**config.mk**
```make
export PLATFORM = sky130hd
export DESIGN_NAME = tdm_chain_port
export DESIGN_NICKNAME = d
export VERILOG_FILES = /design/src/rtl/tdm_pkg.sv /design/src/rtl/tdm_clk_gen.sv /design/src/rtl/tdm_edge_sync.sv /design/src/rtl/tdm_shift_core.sv /design/src/rtl/tdm_chain_port.sv
export SDC_FILE = /design/constraint.sdc
export NUM_CORES = 1
export LEC_CHECK = 0
export BUFFER_PORTS_ARGS = -buffer_cell sky130_fd_sc_hd__buf_2
export CAP_MARGIN = 20
export CORE_MARGIN = 4
export CORE_UTILIZATION = 45
export DETAILED_ROUTE_END_ITERATION = 10
export GPL_ROUTABILITY_DRIVEN = 1
export PLACE_DENSITY_LB_ADDON = 0.2
export RECOVER_POWER = 100
export SLEW_MARGIN = 15
export SYNTH_ARGS = -nofsm -noshare
export SYNTH_HDL_FRONTEND = slang
export SYNTH_SLANG_ARGS = --single-unit
export TNS_END_PERCENT = 10
```
**constraint.sdc**
```tcl
create_clock -name clk -period 3.3 [get_ports clk]
set_input_delay 0.33 -clock clk [delete_from_list [all_inputs] [get_ports clk]]
set_output_delay 0.33 -clock clk [all_outputs]
set_load 0.005 [all_outputs]
```
**src/rtl/tdm_pkg.sv**
```systemverilog
package tdm_pkg;
  localparam int SLOT_W  = 32;
  localparam int STAGE_W = 2 * SLOT_W;

  typedef enum logic [1:0] {
    WL_16 = 2'd0,
    WL_20 = 2'd1,
    WL_24 = 2'd2,
    WL_32 = 2'd3
  } word_len_e;

  // Keeps the upper bits of a left-justified sample.
  function automatic logic [SLOT_W-1:0] slot_mask(word_len_e wl);
    logic [SLOT_W-1:0] m;
    case (wl)
      WL_16:   m = {{16{1'b1}}, {16{1'b0}}};
      WL_20:   m = {{20{1'b1}}, {12{1'b0}}};
      WL_24:   m = {{24{1'b1}}, {8{1'b0}}};
      default: m = {SLOT_W{1'b1}};
    endcase
    return m;
  endfunction
endpackage

```
**src/rtl/tdm_clk_gen.sv**
```systemverilog
module tdm_clk_gen #(
  parameter int HALF_DIV  = 4,
  parameter int FCLK_HALF = 128
) (
  input  logic clk,
  input  logic rst_n,
  input  logic en,
  output logic bclk,
  output logic fclk,
  output logic rise_evt,
  output logic fall_evt
);
  localparam int DW = (HALF_DIV > 1) ? $clog2(HALF_DIV) : 1;
  localparam int GW = (FCLK_HALF > 1) ? $clog2(FCLK_HALF) : 1;
  localparam logic [DW-1:0] DLAST = DW'(HALF_DIV - 1);
  localparam logic [GW-1:0] GLAST = GW'(FCLK_HALF - 1);

  logic [DW-1:0] div_q, div_d;
  logic [GW-1:0] half_q, half_d;
  logic          bclk_q, bclk_d;
  logic          fclk_q, fclk_d;
  logic          tick;

  always_comb begin
    tick   = en && (div_q == DLAST);
    div_d  = div_q;
    half_d = half_q;
    bclk_d = bclk_q;
    fclk_d = fclk_q;
    if (!en) begin
      div_d  = '0;
      half_d = GLAST;
      bclk_d = 1'b0;
      fclk_d = 1'b1;
    end else begin
      div_d = tick ? '0 : div_q + 1'b1;
      if (tick) begin
        bclk_d = ~bclk_q;
        if (bclk_q) begin
          // falling edge of the bit clock: count half-frame bits
          if (half_q == GLAST) begin
            half_d = '0;
            fclk_d = ~fclk_q;
          end else begin
            half_d = half_q + 1'b1;
          end
        end
      end
    end
  end

  always_ff @(posedge clk or negedge rst_n) begin
    if (!rst_n) begin
      div_q  <= '0;
      half_q <= GLAST;
      bclk_q <= 1'b0;
      fclk_q <= 1'b1;
    end else begin
      div_q  <= div_d;
      half_q <= half_d;
      bclk_q <= bclk_d;
      fclk_q <= fclk_d;
    end
  end

  assign bclk     = bclk_q;
  assign fclk     = fclk_q;
  assign rise_evt = tick & ~bclk_q;
  assign fall_evt = tick & bclk_q;

  // the generated frame clock only moves together with a bit-clock fall
  a_r6_fclk_on_fall: assert property (@(posedge clk) disable iff (!rst_n)
    (en && $past(en) && !$stable(fclk_q)) |-> $fell(bclk_q));
endmodule

```
**src/rtl/tdm_edge_sync.sv**
```systemverilog
module tdm_edge_sync #(
  parameter int STAGES = 2
) (
  input  logic clk,
  input  logic rst_n,
  input  logic bclk_in,
  input  logic fclk_in,
  input  logic cas_in,
  output logic rise_evt,
  output logic fall_evt,
  output logic fclk_s,
  output logic cas_s
);
  localparam int LANES = 3;

  logic [LANES-1:0] raw;
  logic [LANES-1:0] synced;
  logic             b_last_q;

  assign raw = {cas_in, fclk_in, bclk_in};

  for (genvar l = 0; l < LANES; l++) begin : g_lane
    logic [STAGES-1:0] q;
    always_ff @(posedge clk or negedge rst_n) begin
      if (!rst_n) q <= '0;
      else        q <= {q[STAGES-2:0], raw[l]};
    end
    assign synced[l] = q[STAGES-1];
  end

  always_ff @(posedge clk or negedge rst_n) begin
    if (!rst_n) b_last_q <= 1'b0;
    else        b_last_q <= synced[0];
  end

  assign rise_evt = synced[0] & ~b_last_q;
  assign fall_evt = ~synced[0] & b_last_q;
  assign fclk_s   = synced[1];
  assign cas_s    = synced[2];
endmodule

```
**src/rtl/tdm_shift_core.sv**
```systemverilog
module tdm_shift_core
  import tdm_pkg::*;
#(
  parameter int MAX_STAGES   = 8,
  parameter int MASTER_SLOTS = 8
) (
  input  logic                   clk,
  input  logic                   rst_n,
  input  logic                   master_mode,
  input  logic [((MAX_STAGES > 1) ? $clog2(MAX_STAGES) : 1)-1:0] stages_m1,
  input  word_len_e              word_len,
  input  logic                   smp_valid,
  input  logic [SLOT_W-1:0]      smp_a,
  input  logic [SLOT_W-1:0]      smp_b,
  input  logic                   rise_evt,
  input  logic                   fall_evt,
  input  logic                   fclk_smp,
  input  logic                   cas_smp,
  output logic                   sdata,
  output logic                   frame_err
);
  localparam int MASTER_LEN = MASTER_SLOTS * SLOT_W;
  localparam int MAX_LEN    = (MAX_STAGES * STAGE_W > MASTER_LEN) ? MAX_STAGES * STAGE_W : MASTER_LEN;
  localparam int CW         = $clog2(MAX_LEN) + 1;
  localparam logic [CW-1:0] CMAX = {CW{1'b1}};

  logic [SLOT_W-1:0]  hold_a_q, hold_a_d, hold_b_q, hold_b_d;
  logic [STAGE_W-1:0] sr_q, sr_d;
  logic [CW-1:0]      cnt_q, cnt_d, frame_len;
  logic               cas_q, cas_d;
  logic               fprev_q, fprev_d;
  logic               pend_q, pend_d;
  logic               synced_q, synced_d;
  logic               err_q, err_d;
  logic               start;

  always_comb begin
    frame_len = master_mode ? CW'(MASTER_LEN)
                            : CW'((int'(stages_m1) + 1) * STAGE_W);
    start     = fall_evt && pend_q;
    hold_a_d  = hold_a_q;
    hold_b_d  = hold_b_q;
    sr_d      = sr_q;
    cnt_d     = cnt_q;
    cas_d     = cas_q;
    fprev_d   = fprev_q;
    pend_d    = pend_q;
    synced_d  = synced_q;
    err_d     = err_q;

    if (smp_valid) begin
      hold_a_d = smp_a & slot_mask(word_len);
      hold_b_d = smp_b & slot_mask(word_len);
    end

    if (rise_evt) begin
      cas_d   = cas_smp;
      fprev_d = fclk_smp;
      if (fprev_q && !fclk_smp) pend_d = 1'b1;
    end

    if (start) begin
      sr_d     = {hold_a_q, hold_b_q};
      cnt_d    = '0;
      pend_d   = 1'b0;
      synced_d = 1'b1;
      if (synced_q && (cnt_q < frame_len - CW'(1))) err_d = 1'b1;
    end else if (fall_evt) begin
      sr_d = {sr_q[STAGE_W-2:0], cas_q};
      if (cnt_q != CMAX) cnt_d = cnt_q + 1'b1;
    end
  end

  always_ff @(posedge clk or negedge rst_n) begin
    if (!rst_n) begin
      hold_a_q <= '0;
      hold_b_q <= '0;
      sr_q     <= '0;
      cnt_q    <= '0;
      cas_q    <= 1'b0;
      fprev_q  <= 1'b0;
      pend_q   <= 1'b0;
      synced_q <= 1'b0;
      err_q    <= 1'b0;
    end else begin
      hold_a_q <= hold_a_d;
      hold_b_q <= hold_b_d;
      sr_q     <= sr_d;
      cnt_q    <= cnt_d;
      cas_q    <= cas_d;
      fprev_q  <= fprev_d;
      pend_q   <= pend_d;
      synced_q <= synced_d;
      err_q    <= err_d;
    end
  end

  assign sdata     = sr_q[STAGE_W-1];
  assign frame_err = err_q;

  // the framing flag never clears on its own
  a_r8_err_sticky: assert property (@(posedge clk) disable iff (!rst_n)
    err_q |=> err_q);

  // the first bit of a frame is the MSB of the held channel A sample
  a_r1_msb_first: assert property (@(posedge clk) disable iff (!rst_n)
    (fall_evt && pend_q) |=> (sdata == $past(hold_a_q[SLOT_W-1])));

  // edge events from the selected clock source never coincide
  a_r5_edges_apart: assert property (@(posedge clk) disable iff (!rst_n)
    !(rise_evt && fall_evt));
endmodule

```
**src/rtl/tdm_chain_port.sv**
```systemverilog
module tdm_chain_port
  import tdm_pkg::*;
#(
  parameter int HALF_DIV     = 4,
  parameter int SYNC_STAGES  = 2,
  parameter int MAX_STAGES   = 8,
  parameter int MASTER_SLOTS = 8
) (
  input  logic                   clk,
  input  logic                   rst_n,
  input  logic                   master_mode,
  input  logic [((MAX_STAGES > 1) ? $clog2(MAX_STAGES) : 1)-1:0] stages_m1,
  input  logic [1:0]             word_len,
  input  logic                   smp_valid,
  input  logic [31:0]            smp_a,
  input  logic [31:0]            smp_b,
  input  logic                   bclk_in,
  input  logic                   fclk_in,
  input  logic                   cascade_in,
  output logic                   bclk_o,
  output logic                   fclk_o,
  output logic                   sdata_o,
  output logic                   frame_err
);
  localparam int FCLK_HALF = MASTER_SLOTS * SLOT_W / 2;

  logic g_bclk, g_fclk, g_rise, g_fall;
  logic s_rise, s_fall, s_fclk, s_cas;
  logic rise_sel, fall_sel, fclk_sel;

  tdm_clk_gen #(
    .HALF_DIV  (HALF_DIV),
    .FCLK_HALF (FCLK_HALF)
  ) u_gen (
    .clk      (clk),
    .rst_n    (rst_n),
    .en       (master_mode),
    .bclk     (g_bclk),
    .fclk     (g_fclk),
    .rise_evt (g_rise),
    .fall_evt (g_fall)
  );

  tdm_edge_sync #(
    .STAGES (SYNC_STAGES)
  ) u_sync (
    .clk      (clk),
    .rst_n    (rst_n),
    .bclk_in  (bclk_in),
    .fclk_in  (fclk_in),
    .cas_in   (cascade_in),
    .rise_evt (s_rise),
    .fall_evt (s_fall),
    .fclk_s   (s_fclk),
    .cas_s    (s_cas)
  );

  assign rise_sel = master_mode ? g_rise : s_rise;
  assign fall_sel = master_mode ? g_fall : s_fall;
  assign fclk_sel = master_mode ? g_fclk : s_fclk;

  tdm_shift_core #(
    .MAX_STAGES   (MAX_STAGES),
    .MASTER_SLOTS (MASTER_SLOTS)
  ) u_core (
    .clk         (clk),
    .rst_n       (rst_n),
    .master_mode (master_mode),
    .stages_m1   (stages_m1),
    .word_len    (word_len_e'(word_len)),
    .smp_valid   (smp_valid),
    .smp_a       (smp_a),
    .smp_b       (smp_b),
    .rise_evt    (rise_sel),
    .fall_evt    (fall_sel),
    .fclk_smp    (fclk_sel),
    .cas_smp     (s_cas),
    .sdata       (sdata_o),
    .frame_err   (frame_err)
  );

  assign bclk_o = g_bclk;
  assign fclk_o = master_mode ? g_fclk : 1'b0;

  // a port in slave mode drives no bit clock of its own
  a_r5_slave_quiet: assert property (@(posedge clk) disable iff (!rst_n)
    (!master_mode && !$past(master_mode)) |-> (bclk_o == 1'b0 && fclk_o == 1'b0));
endmodule

```
; ---- Word-level counts from Yosys, hierarchy flattened
; Index checks and enable logic that the tools add are counted.
[word_totals]
regBits = 161
latchBits = 0
ramBits = 0
romBits = 0
input_bits = 76
out_inout_bits = 4
wordCells = 83
mem_count = 0
[op_classes]
addsub = 5
multipliers = 0
div = 0
magnitude_cmp = 1
n_eq_ne = 8
n_shift = 0
muxes = 27
n_bitwise = 10
n_reduce_logical = 15
[op_table]
columns = op, n
row1 = $mux 64, 2
row2 = $and 32x32->32, 2
row3 = $pmux 16 s3, 1
row4 = $mux 10, 4
row5 = $mux 32, 1
row6 = $mux 7, 4
row7 = $mux 1, 13
row8 = $add 10x1->10 const B, 1
row9 = $lt 10x10->1, 1
row10 = $ne 10x10->1 const B, 1
row11 = $sub 10x1->10 const B, 1
row12 = $reduce_and 2->1, 4
row13 = $reduce_bool 2->1, 4
row14 = $add 7x1->7 const B, 1
row15 = $eq 7x7->1 const B, 1
row16 = $ne 2x1->1 const B, 3
row17 = $add 3x1->4 const B, 1
row18 = $and 1x1->1, 4
row19 = $eq 2x2->1 const B, 2
row20 = $logic_and 1x1->1, 4
row21 = $mux 2, 2
row22 = $not 1->1, 4
row23 = $reduce_and 3->1, 1
row24 = $add 2x1->2 const B, 1
row25 = 3 further kinds, 3

; ---- Logic depth before layout (Yosys ltp)
[logic_depth]
word_depth = 7
mapped_depth = 9
ltp_nobuf = 9

; ---- Cells and area by module
; Synthesis repeated with hierarchy kept, for this count alone.
[unflattened]
cells_unflattened = 650
area_unflattened_um2 = 7068.0
[modules_own_cells]
columns = module, n_inst, cells_each, area_each_um2, seq_area_each_um2
row1 = tdm_shift_core, 1, 581, 6266.0, 3578.4
row2 = tdm_clk_gen, 1, 56, 570.5, 285.3
row3 = tdm_edge_sync, 1, 9, 190.2, 175.2
row4 = tdm_chain_port, 1, 4, 41.3, 0.0

; ---- Worst setup path before layout
; OpenSTA, ideal clock, no wires.
[synth_path]
path_kind = input to register
start = input master_mode
end = register u_core.err_q, in the netlist u_core.frame_err
setup_time_ns = 0.120
t_arrival_ns = 1.902
t_required_ns = 3.180
slack_ns = 1.278
cell_stages = 8
n_path_buf = 1
path_cell_list = clkbuf_1 or2_2 ha_1 ha_1 nand4_1 o21ai_0 nand3_1 a31o_2
[synth_between]
elab_chain_cells = 5
elab_cells_between_ends = 9
classes_between = 1 x add/sub / 1 x order compare / 2 x mux / 1 x bitwise / 4 x reduce/logical
[synth_rtl]
columns = item, line_no
row1 = from (decl), tdm_chain_port.sv:11  ; input logic master_mode,
row2 = $mux 10 / $logic_and 1x1->1 (equally long branches), "tdm_shift_core.sv:38, tdm_clk_gen.sv:25"
row3 = $sub 10x1->10 / $and 1x1->1 (equally long branches), "tdm_shift_core.sv:67, tdm_clk_gen.sv:69"
row4 = $lt 10x10->1 / $mux 1 (equally long branches), "tdm_shift_core.sv:67, tdm_chain_port.sv:59"
row5 = "$logic_and 1x1->1, on equally long branches", "tdm_shift_core.sv:67, tdm_shift_core.sv:40"
row6 = $reduce_and 2->1 (no source line) *, -
row7 = to (signal assigned), tdm_shift_core.sv:94  ; err_q <= err_d;
row8 = to (decl), tdm_shift_core.sv:34  ; logic err_q, err_d;
; Mark *: on every way between the ends. The rest lies on a longest branch, timed or not.
; A chain may end at the register's enable or synchronous reset.

; ---- Worst setup path after layout
[layout_path]
start = register u_gen.div_q[0]
end = register u_core.sr_q[42]
[layout_between]
elab_chain_cells = 6
elab_cells_between_ends = 7
classes_between = 1 x eq/ne / 2 x mux / 1 x bitwise / 3 x reduce/logical
[layout_rtl]
columns = item, line_no
row1 = from (decl), tdm_clk_gen.sv:18  ; logic [DW-1:0] div_q, div_d;
row2 = from (signal assigned), tdm_clk_gen.sv:59  ; div_q <= div_d;
row3 = $eq 2x2->1 *, tdm_clk_gen.sv:25  ; tick = en && (div_q == DLAST);
row4 = $logic_and 1x1->1 *, tdm_clk_gen.sv:25
row5 = $and 1x1->1 *, tdm_clk_gen.sv:69  ; assign fall_evt = tick & bclk_q;
row6 = $mux 1 *, tdm_chain_port.sv:59  ; assign fall_sel = master_mode ? g_fall : s_fall;
row7 = $logic_and 1x1->1, tdm_shift_core.sv:40  ; start = fall_evt && pend_q;
row8 = $mux 64 / $reduce_bool 2->1 (equally long branches), -
row9 = to (signal assigned), tdm_shift_core.sv:88  ; sr_q <= sr_d;
row10 = to (decl), tdm_shift_core.sv:28  ; logic [STAGE_W-1:0] sr_q, sr_d;
; Marked as above.

==> results.toml <==
[cts]
post_cts_buffers = 0
tritoncts = "built"
cts.sinks = 161
numCtsBuffers = 17
path_clk_slew_ns = 0.06
clock_path_buffers = 2
htree_levels = 4
cts_root_buffer = "clkbuf_16"
clock_latency_ns = 0.42

[setup_path]
crit_buf_inv = 1
path_max_fanout = 60
crit_type = "flop to flop"
crit_slowest_cell = "and2_2"
endpoint = "u_core.sr_q[42]$_DFFE_PN0P_"
crit_required_ns = 3.58
slowest_delay_ns = 0.79
path_delay_family = "simple AND/OR/NAND/NOR gates"
critPathArrivalTime_ns = 2.75
worstPathCellList = "ha_1, nand3_1, and2_2, buf_4, o21ai_0"
regToRegEndpoint = "u_core.sr_q[42]$_DFFE_PN0P_"
crit_path_end_kind = "flop"
r2r-start = "u_gen.div_q[0]$_DFF_PN0_"
worst-path-stages = 5
critPathLaunch = "u_gen.div_q[0]$_DFF_PN0_"
reg2reg_depth = 5
r2r_setup_slack_ns = 0.83
start_kind = "flop"

[synth]
yosysSeqAreaShare = 0.573
synth_common_cells = "dfrtp_1 (153), nand2_1 (107), o21ai_0 (88)"
synth.avg_cell_area_um2 = 10.9
synth.most_common_cell = "dfrtp_1"
syn_nets = 730
synth_area_um2 = 7040
syn_inst = 645
async_flop_share = 1.00
netlist_top_cells_area = "dfrtp_1 (54%), mux2i_1 (9.4%), o21ai_0 (6.3%)"
yosys_most_used_dff = "dfrtp_1"
synth_edf_count = 0
yosysUniqueCellTypes = 44
yosys_warnings = 0
ys_ff_latch = 161
synth_largest_area_cell = "dfrtp_1"
synth_top_area_share = 0.544

[status]
status = "finished, violations left"
violations = "negative hold slack, max-capacitance violations, max-slew violations"

[pwr]
power_leakage_nw = 3.60
p_per_area_nw_per_um2 = 663
power_mw = 5.40
ir_drop_v = 0.000380

[floorplanning]
ioPinCount = 80
die_w_um = 133
dieHeight_um = 133
die-area_um2 = 17700
num_rows = 45
core-area_um2 = 15300
initial_core_util = 0.462

[place]
portBuffers = 79
dpl.hpwl_um = 9120
gp_congestion = 0.791

[sta]
period_minus_slack_ns = 2.47
tightest_slew_ns = 2.04
final.period_utilization = 0.749
finClkSkew_ns = 0.00968
hold_viol = 7
tns_ns = 0
max_freq_ghz = 0.404
fin_hold_ws_ns = -0.0481
rsz0062_at_grt = "false"
setup_violations = 0
maxSlewViolCount = 44
max_slew_margin = -0.360

[routing]
final_antenna_net_count = 0
drt_iter0_markers = 170
dr.pass1.iters = 5
routed_wl_um = 13700
drc = 0
via_count = 4669
wire_per_inst_um = 14.5
viasPerCell = 4.97

[job]
drv_cap = 1

[worst_hold_path]
hp-class = "input pin to async pin"

[grt]
antenna_found_initial = 0
met2_usage = 0.261
grt_use_total = 0.161
use_met1 = 0.207
grt_pass1_vias = 4771
top_usage_layer = "met2"
overflow = 0
grt_use_met3 = 0.0468
grt_max_degree = 99
grt_pass1_wl_um = 23200

[layout]
n_antenna_cell = 0
filler_cell_count = 1380
fin_nets = 801
drive_gt1_frac = 0.215
area_delta_synth_final_pct = 15.7
==> registers in the layout, indices dropped and copies added, names as in the netlist <==
register	count
u_core.frame_err	1
u_core.hold_a_q	32
u_sync.b_last_q	1
u_sync.g_lane.q	6
u_core.fprev_q	1
u_gen.fclk	1
u_core.synced_q	1
u_core.cnt_q	10
u_core.pend_q	1
u_core.cas_q	1
u_gen.div_q	2
u_core.hold_b_q	32
u_gen.bclk	1
u_gen.half_q	7
u_core.sr_q	64
==> cell type report <==
type,count,area (um2),share of cell area
clock buffers,19,453,0.0556
clock inverters,13,136,0.0167
inverters,36,135,0.0166
multi-input cells,411,2670,0.327
flip-flops and latches,161,4040,0.496
well taps,211,264,0.0324
repair buffers,89,455,0.0559
==> how the worst min path moves through the flow <==
stage | endpoint
CTS | u_sync.g_lane[2].q[0]$_DFF_PN0_
global route | u_sync.g_lane[2].q[0]$_DFF_PN0_
finish | u_gen.div_q[0]$_DFF_PN0_
detailed placement | u_sync.g_lane[0].q[1]$_DFF_PN0_
global placement | u_sync.g_lane[2].q[1]$_DFF_PN0_
floorplan | u_core.cas_q$_DFFE_PN0P_
==> metrics by stage <==
stage	cell area, um2	utilization	hold WS, ns	worst slack [ns]	cells
CTS	8190	0.536	0.000819	1.11	940
detailed placement	7590	0.497	0.335	1.13	907
finish	8150	0.534	-0.0481	0.827	940
global placement	7590	0.497	0.334	1.16	907
global route	8150	0.534	0.00252	0.603	940
floorplan	7040	-	0.0344	1.28	645
==> repair_timing <==
| action | 4_1_cts | 5_1_grt |
|---|---|---|
| gates resized for setup | 0 | 0 |
| hold endpoints to repair | 1 | 0 |
| hold buffers | 1 | 0 |
==> report_power, final <==
group	internal [mW]	switching [mW]
logic	0.418	0.373
registers	2.36	0.304
clock network	1.15	0.795
==> worst reg2reg max path, stage by stage (launching register included) <==
cell and delay, ns:
dfrtp_1 0.38, ha_1 0.31, nand3_1 0.19, and2_2 0.79
buf_4 0.47, o21ai_0 0.18
==> metal layers <==
layer  vias up  part of all wire
li1       2361                 -
met3        12             0.040
met4         0             0.011
met1      2211              0.45
met5         -                 0
met2        85              0.50
==> layout by cell type (no fill, tap or decap), drive strengths merged, types with 2 or more instances in the layout <==
| cell type | count |
|---|---|
| nor3b | 2 |
| o22a | 2 |
| xor2 | 4 |
| and2 | 4 |
| or2 | 2 |
| mux2 | 33 |
| and4 | 2 |
| dfstp | 8 |
| a32oi | 2 |
| a41oi | 2 |
| nand4 | 3 |
| buf | 79 |
| a311oi | 2 |
| dfrtp | 153 |
| clkbuf | 28 |
| clkinvlp | 4 |
| and3 | 5 |
| bufinv | 2 |
| nor3 | 2 |
| nand3 | 19 |
| a211oi | 2 |
| xnor2 | 4 |
| inv | 37 |
| mux2i | 66 |
| o31ai | 2 |
| nor2 | 8 |
| clkinv | 6 |
| ha | 9 |
| a31oi | 4 |
| nand2b | 2 |
| o21ai | 96 |
| a21oi | 10 |
| o22ai | 9 |
| nand2 | 107 |
==> cell families after synthesis <==
| family | synth area share |
|---|---|
| and+or+nand+nor | 0.102 |
| adders and majority gates | 0.0160 |
| buffers and inverters | 0.0467 |
| muxes | 0.147 |
| AOI/OAI and AO/OA | 0.106 |
| DFF | 0.573 |
| xor gates and xnor gates | 0.00995 |
(Power assumes the default switching activity.)
